## src/rtl/smbus_tmo_pkg.sv

```systemverilog
package smbus_tmo_pkg;

    typedef enum logic [1:0] {
        LT_IDLE,
        LT_COUNT,
        LT_EXPIRED
    } low_state_t;

    typedef enum logic [1:0] {
        FB_BUSY,
        FB_WAIT,
        FB_FREE
    } free_state_t;

endpackage

```

## src/rtl/smbus_low_timer.sv

```systemverilog
module smbus_low_timer
    import smbus_tmo_pkg::*;
#(
    parameter int unsigned LIMIT = 2500000
) (
    input  logic clk,
    input  logic rst_n,
    input  logic enable,
    input  logic scl,
    output logic expire_pulse
);
    localparam int unsigned CW = $clog2(LIMIT + 1);

    low_state_t    state_q, state_d;
    logic [CW-1:0] cnt_q, cnt_d;

    // next state: reload while clock line is high or timer disabled
    always_comb begin
        state_d = state_q;
        cnt_d   = cnt_q;
        if (!enable || scl) begin
            state_d = LT_IDLE;
            cnt_d   = '0;
        end else begin
            unique case (state_q)
                LT_IDLE: begin
                    state_d = LT_COUNT;
                    cnt_d   = CW'(1);
                end
                LT_COUNT: begin
                    if (cnt_q == CW'(LIMIT - 1)) begin
                        state_d = LT_EXPIRED;
                    end else begin
                        cnt_d = cnt_q + 1'b1;
                    end
                end
                LT_EXPIRED: state_d = LT_EXPIRED;
                default:    state_d = LT_IDLE;
            endcase
        end
    end

    // state register
    always_ff @(posedge clk or negedge rst_n) begin
        if (!rst_n) begin
            state_q <= LT_IDLE;
            cnt_q   <= '0;
        end else begin
            state_q <= state_d;
            cnt_q   <= cnt_d;
        end
    end

    // outputs
    always_ff @(posedge clk or negedge rst_n) begin
        if (!rst_n) begin
            expire_pulse <= 1'b0;
        end else begin
            expire_pulse <= (state_q == LT_COUNT) && (state_d == LT_EXPIRED);
        end
    end

endmodule

```

## src/rtl/smbus_free_detect.sv

```systemverilog
module smbus_free_detect
    import smbus_tmo_pkg::*;
#(
    parameter int unsigned TICKS = 11
) (
    input  logic clk,
    input  logic rst_n,
    input  logic enable,
    input  logic scl,
    input  logic sda,
    input  logic tick,
    output logic free_pulse
);
    localparam int unsigned TW = $clog2(TICKS + 1);

    free_state_t   state_q, state_d;
    logic [TW-1:0] tcnt_q, tcnt_d;
    logic          idle_lines;

    assign idle_lines = scl && sda;

    always_comb begin
        state_d = state_q;
        tcnt_d  = tcnt_q;
        if (!enable || !idle_lines) begin
            state_d = FB_BUSY;
            tcnt_d  = '0;
        end else begin
            unique case (state_q)
                FB_BUSY: begin
                    state_d = FB_WAIT;
                    tcnt_d  = tick ? TW'(1) : '0;
                end
                FB_WAIT: begin
                    if (tick) begin
                        if (tcnt_q == TW'(TICKS - 1)) begin
                            state_d = FB_FREE;
                        end else begin
                            tcnt_d = tcnt_q + 1'b1;
                        end
                    end
                end
                FB_FREE: state_d = FB_FREE;
                default: state_d = FB_BUSY;
            endcase
        end
    end

    always_ff @(posedge clk or negedge rst_n) begin
        if (!rst_n) begin
            state_q <= FB_BUSY;
            tcnt_q  <= '0;
        end else begin
            state_q <= state_d;
            tcnt_q  <= tcnt_d;
        end
    end

    always_ff @(posedge clk or negedge rst_n) begin
        if (!rst_n) begin
            free_pulse <= 1'b0;
        end else begin
            free_pulse <= (state_q == FB_WAIT) && (state_d == FB_FREE);
        end
    end

endmodule

```

## src/rtl/smbus_stop_edge.sv

```systemverilog
module smbus_stop_edge (
    input  logic clk,
    input  logic rst_n,
    input  logic scl,
    input  logic sda,
    output logic stop_pulse
);
    logic scl_q, sda_q;

    always_ff @(posedge clk or negedge rst_n) begin
        if (!rst_n) begin
            scl_q      <= 1'b1;
            sda_q      <= 1'b1;
            stop_pulse <= 1'b0;
        end else begin
            scl_q      <= scl;
            sda_q      <= sda;
            stop_pulse <= scl_q && scl && !sda_q && sda;
        end
    end

endmodule

```

## src/rtl/smbus_timeout_mon.sv

```systemverilog
module smbus_timeout_mon #(
    parameter int unsigned CLK_FREQ_HZ    = 100000000,
    parameter int unsigned LOW_TIMEOUT_US = 25000,
    parameter int unsigned FREE_PERIODS   = 10
) (
    input  logic clk,
    input  logic rst_n,
    input  logic low_tmo_en,
    input  logic free_tmo_en,
    input  logic scl_in,
    input  logic sda_in,
    input  logic src_tick,
    output logic low_tmo_pulse,
    output logic stop_flag,
    output logic irq
);
    localparam longint unsigned LOW_CYC =
        (longint'(CLK_FREQ_HZ) * longint'(LOW_TIMEOUT_US)) / 64'd1000000;
    localparam int unsigned LOW_LIMIT  = (LOW_CYC < 64'd2) ? 2 : 32'(LOW_CYC);
    localparam int unsigned FREE_TICKS = (FREE_PERIODS < 1) ? 2 : FREE_PERIODS + 1;

    logic free_evt;
    logic real_stop;

    smbus_low_timer #(.LIMIT(LOW_LIMIT)) i_low_timer (
        .clk          (clk),
        .rst_n        (rst_n),
        .enable       (low_tmo_en),
        .scl          (scl_in),
        .expire_pulse (low_tmo_pulse)
    );

    smbus_free_detect #(.TICKS(FREE_TICKS)) i_free_detect (
        .clk        (clk),
        .rst_n      (rst_n),
        .enable     (free_tmo_en),
        .scl        (scl_in),
        .sda        (sda_in),
        .tick       (src_tick),
        .free_pulse (free_evt)
    );

    smbus_stop_edge i_stop_edge (
        .clk        (clk),
        .rst_n      (rst_n),
        .scl        (scl_in),
        .sda        (sda_in),
        .stop_pulse (real_stop)
    );

    assign stop_flag = free_evt || real_stop;
    assign irq       = low_tmo_pulse || stop_flag;

endmodule

```

## config.mk

```make
export PLATFORM = sky130hd
export DESIGN_NAME = smbus_timeout_mon
export DESIGN_NICKNAME = d
export VERILOG_FILES = /design/src/rtl/smbus_tmo_pkg.sv /design/src/rtl/smbus_low_timer.sv /design/src/rtl/smbus_free_detect.sv /design/src/rtl/smbus_stop_edge.sv /design/src/rtl/smbus_timeout_mon.sv
export SDC_FILE = /design/constraint.sdc
export NUM_CORES = 1
export LEC_CHECK = 0
export BUFFER_PORTS_ARGS = -buffer_cell sky130_fd_sc_hd__buf_2
export CAP_MARGIN = 20
export CORE_MARGIN = 2
export CORE_UTILIZATION = 50
export CTS_CLUSTER_SIZE = 40
export DETAILED_ROUTE_END_ITERATION = 7
export PLACE_DENSITY = 0.78
export SLEW_MARGIN = 25
export SYNTH_ARGS = -nofsm -noshare
export SYNTH_HDL_FRONTEND = slang
export SYNTH_SLANG_ARGS = --single-unit
```

## constraint.sdc

```tcl
create_clock -name clk -period 5.3 [get_ports clk]
set_input_delay 0.265 -clock clk [delete_from_list [all_inputs] [get_ports clk]]
set_output_delay 0.265 -clock clk [all_outputs]
set_load 0.1 [all_outputs]
```

==> summary.md <==
| Metric | Value |
|---|---|
| Fin. Hold Viols | `0` |
| Total of max-cap violations | `0` |
| Drt pass-1 iters | `4` |
| Initial core utilization | `53.0%` |
| DP HPWL | `around 2700 µm` |
| Die Area | `0.00446 mm²` |
| Critical path data required time | `5.51 ns` |
| Critical path type | `reg2reg` |
| WP data arrival | `2.63 ns` |
| Register area share after synthesis | `44.6%` |
| Max Buffers Root-to-Sink | `2` |
| Critical path launch point type | `register` |
| Worst Skew | `0.00765 ns` |
| Core area | `between 0.003 and 0.004 mm²` |
| H-tree depth | `2` |
| Layout cells sized above 1 | `14.3%` |
| Register area | `slightly below 900 µm²` |
| YS warnings | `0` |
| Post-CTS sizing | `0` |
| CP peak stage delay | `~0.57 ns` |
| Cell variety after synth | `50` |
| # diodes | `0` |
| Worst path cell trace | `ha_1 -> and3_1 -> and4_4 -> a21oi_2 -> buf_4 -> a41oi_1 -> a31oi_1` |
| TritonCTS clock tree | `built` |
| Root Driver | `clkbuf_8` |
| Clk sinks | `35` |
| Vias/cell | `between 6 and 7` |
| CP max FO | `21` |
| DR vias | `roughly 1.6k` |
| First-pass GRT wire length | `6640 µm` |
| Setup_tns | `0 ns` |
| DR DRC count | `0` |
| Period utilisation layout | `45.7%` |
| Status | `finished clean` |
| Tmin final | `about 2.4 ns` |
| Total global routing overflow | `0` |
| RSZ-0062 raised after global routing | `false` |
| Hold-fix buffers, CTS | `0` |
| Synthesized cell area | `between 0.0015 and 0.002 mm²` |
| Worst Tran Pin Value | `0.756 ns` |
| Drt wl/cell | `14.4 µm` |
| I/O pins | `10` |
| Die Width | `66.8 µm` |
| Area growth, synth to finish | `5.97%` |
| Number of CTS-inserted buffers | `5` |
| Synth Net Count | `218` |
| Slew margin rel. | `about half` |
| Iteration-0 DRC Markers | `125` |
| Clock-pin slew on the worst setup and hold paths | `approximately 0.070 ns` |
| GRT Total Usage | `19.6%` |
| CP max stage cell | `a21oi_2` |
| Max VDD drop | `approximately 120 µV` |
| Syn avg cell area | `9.47 µm²` |
| Hold Worst Slack | `0.0429 ns` |
| Initial antenna violation count | `0` |
| Pin count of the biggest net entering global routing | `36` |
| Height of the die | `66.8 µm` |
| Worst-skew pair later-pin latency | `0.29 ns` |
| Final antenna-violating net count | `0` |
| FILL cells | `330` |
| Area of the multi-input gates | `998 µm²` |
| PD cells | `230 mW/mm²` |
| Min-Delay Path Class | `in2async` |
| Syn Inst Count | `208` |
| Nets | `226` |
| Seq cells post-synth | `35` |
| Critical Path Sink Type | `register` |
| Port bufs | `9` |
| Post-Route WL | `3820 µm` |
| P_leak | `0.864 nW` |
| Fmax | `413 MHz` |
| Final GP Congestion | `0.844` |
| Setup Viol. Count Final | `0` |
| Total setup buffers inserted after CTS | `0` |
| Placement row count | `22` |
| Fin. max-slew vios | `0` |
| Via count of the first global-routing pass | `1408` |
-- report_power, final --
part | switching (mW) | leakage [nW] | internal [mW]
registers | 0.00220 | 0.479 | 0.270
logic | 0.0164 | 0.337 | 0.00592
clock network | 0.0966 | 0.0477 | 0.0899
total | 0.115 | 0.864 | 0.366
-- synthesized netlist by cell type (all sizes together) --
| library cell | number | area share [%] |
|---|---|---|
| a21o | 1 | 0.38 |
| or3 | 2 | 0.63 |
| or4 | 1 | 0.38 |
| dfstp | 2 | 2.7 |
| ha | 3 | 1.9 |
| and2b | 1 | 0.38 |
| buf | 9 | 4.0 |
| xor2 | 1 | 0.44 |
| nor4 | 3 | 2.0 |
| a31o | 1 | 0.44 |
| nor4bb | 5 | 2.5 |
| or2 | 2 | 0.63 |
| mux2 | 1 | 0.57 |
| and3 | 6 | 1.9 |
| and4b | 1 | 0.51 |
| a221o | 1 | 0.51 |
| and2 | 1 | 0.32 |
| o21ai | 12 | 3.2 |
| nand4 | 8 | 2.5 |
| a32oi | 1 | 0.44 |
| nor3 | 2 | 0.51 |
| or4b | 1 | 0.51 |
| a21oi | 19 | 5.0 |
| dfrtp | 33 | 42 |
| nor3b | 1 | 0.38 |
| nand2b | 7 | 2.2 |
| a31oi | 15 | 4.8 |
| mux2i | 1 | 0.51 |
| nor2 | 9 | 1.7 |
| nor2b | 3 | 0.95 |
| a22o | 1 | 0.44 |
| a41oi | 4 | 1.8 |
| nand3 | 12 | 3.0 |
| and4 | 3 | 1.5 |
| o211ai | 2 | 0.76 |
| and4bb | 1 | 0.63 |
| inv | 4 | 0.76 |
| a311oi | 1 | 0.44 |
| nand2 | 25 | 4.9 |
| nor4b | 1 | 0.44 |
| nand3b | 1 | 0.38 |
-- cell families after synthesis --
kind of cell	after synthesis	synth area share (%)
AOI/OAI and AO/OA	58	18.2
xor gates and xnor gates	1	0.445
adders and majority gates	3	1.90
buffers and inverters	13	4.76
DFF	35	44.6
muxes	2	1.08
and+or+nand+nor	96	29.0
-- area by class of cell --
| type | instances | share of cell area (%) |
|---|---|---|
| clock buffers | 5 | 3.30 |
| repair buffers | 10 | 2.52 |
| well taps | 48 | 2.88 |
| multi-input cells | 160 | 47.8 |
| clock inverters | 3 | 0.719 |
| flip-flops and latches | 35 | 42.1 |
| inverters | 4 | 0.719 |
-- routing by layer --
| layer | GRT usage [%] | routed length [µm] |
|---|---|---|
| met4 | 6.89 | 46 |
| met5 | 0 | 0 |
| met3 | 4.56 | 186 |
| met1 | 28.2 | 1870 |
| met2 | 28.9 | 1720 |
-- through the flow --
stage | std cells | cell area [µm²] | setup slack [ns] | total power [mW] | util, %
after floorplan | 208 | 1970 | 3.33 | 0.290 | -
after global placement | 257 | 2000 | 2.97 | 0.300 | 53.9
after detailed placement | 257 | 2000 | 2.90 | 0.300 | 53.9
after CTS | 265 | 2090 | 2.89 | 0.484 | 56.2
after global routing | 265 | 2090 | 2.62 | 0.501 | 56.2
final | 265 | 2090 | 2.88 | 0.481 | 56.2
-- sequential cells by signal, summed over array words and instances (netlist names) --
register                  cells
i_free_detect.free_pulse      1
i_free_detect.state_q         2
i_free_detect.tcnt_q          4
i_low_timer.cnt_q            22
i_low_timer.expire_pulse      1
i_low_timer.state_q           2
i_stop_edge.scl_q             1
i_stop_edge.sda_q             1
i_stop_edge.stop_pulse        1
-- cells in the final DEF, fill, tap and decap left out, types with 2 or more instances in the layout --
| master | Yosys | layout |
|---|---|---|
| dfrtp_1 | 33 | 33 |
| nand2_1 | 24 | 24 |
| a21oi_1 | 18 | 18 |
| a31oi_1 | 15 | 15 |
| nand3_1 | 12 | 12 |
| nor2_1 | 9 | 9 |
| buf_2 | 3 | 9 |
| nand4_1 | 8 | 8 |
| nand2b_1 | 7 | 7 |
| o21ai_0 | 7 | 7 |
| and3_1 | 6 | 6 |
| nor4bb_1 | 5 | 5 |
| clkbuf_8 | 0 | 5 |
| inv_1 | 4 | 4 |
| a41oi_1 | 4 | 4 |
| o21ai_1 | 4 | 4 |
| nor2b_1 | 3 | 3 |
| ha_1 | 3 | 3 |
| clkinv_2 | 0 | 3 |
| nor3_1 | 2 | 2 |
| or2_2 | 2 | 2 |
| or3_1 | 2 | 2 |
| and4_1 | 2 | 2 |
| o211ai_1 | 2 | 2 |
| dfstp_2 | 2 | 2 |
-- critical path: cells and delay by family, from the launching register on --
kind                     cells  cell delay, ns
AO/OA/AOI/OAI                3            0.85
buffers and inverters        1            0.35
adder cells (fa/ha/maj)      1            0.25
flip-flops                   1            0.44
AND/OR/NAND/NOR              2            0.45
-- path summary, 6_finish.rpt --
check | from | to | slack (ns) | depth (start not counted)
max in group asynchronous | rst_n | i_free_detect.tcnt_q[0] | 4.78 | 1
max reg2reg | i_low_timer.cnt_q[0] | i_low_timer.cnt_q[3] | 2.88 | 7
min reg2reg | i_low_timer.cnt_q[3] | i_low_timer.cnt_q[3] | 0.52 | 1
min | rst_n | i_low_timer.cnt_q[12] | 0.04 | 1
max | i_low_timer.cnt_q[0] | i_low_timer.cnt_q[3] | 2.88 | 7
min in group clk | sda_in | i_stop_edge.sda_q | 0.10 | 1
Note: power is estimated with default switching activity, not from simulation.
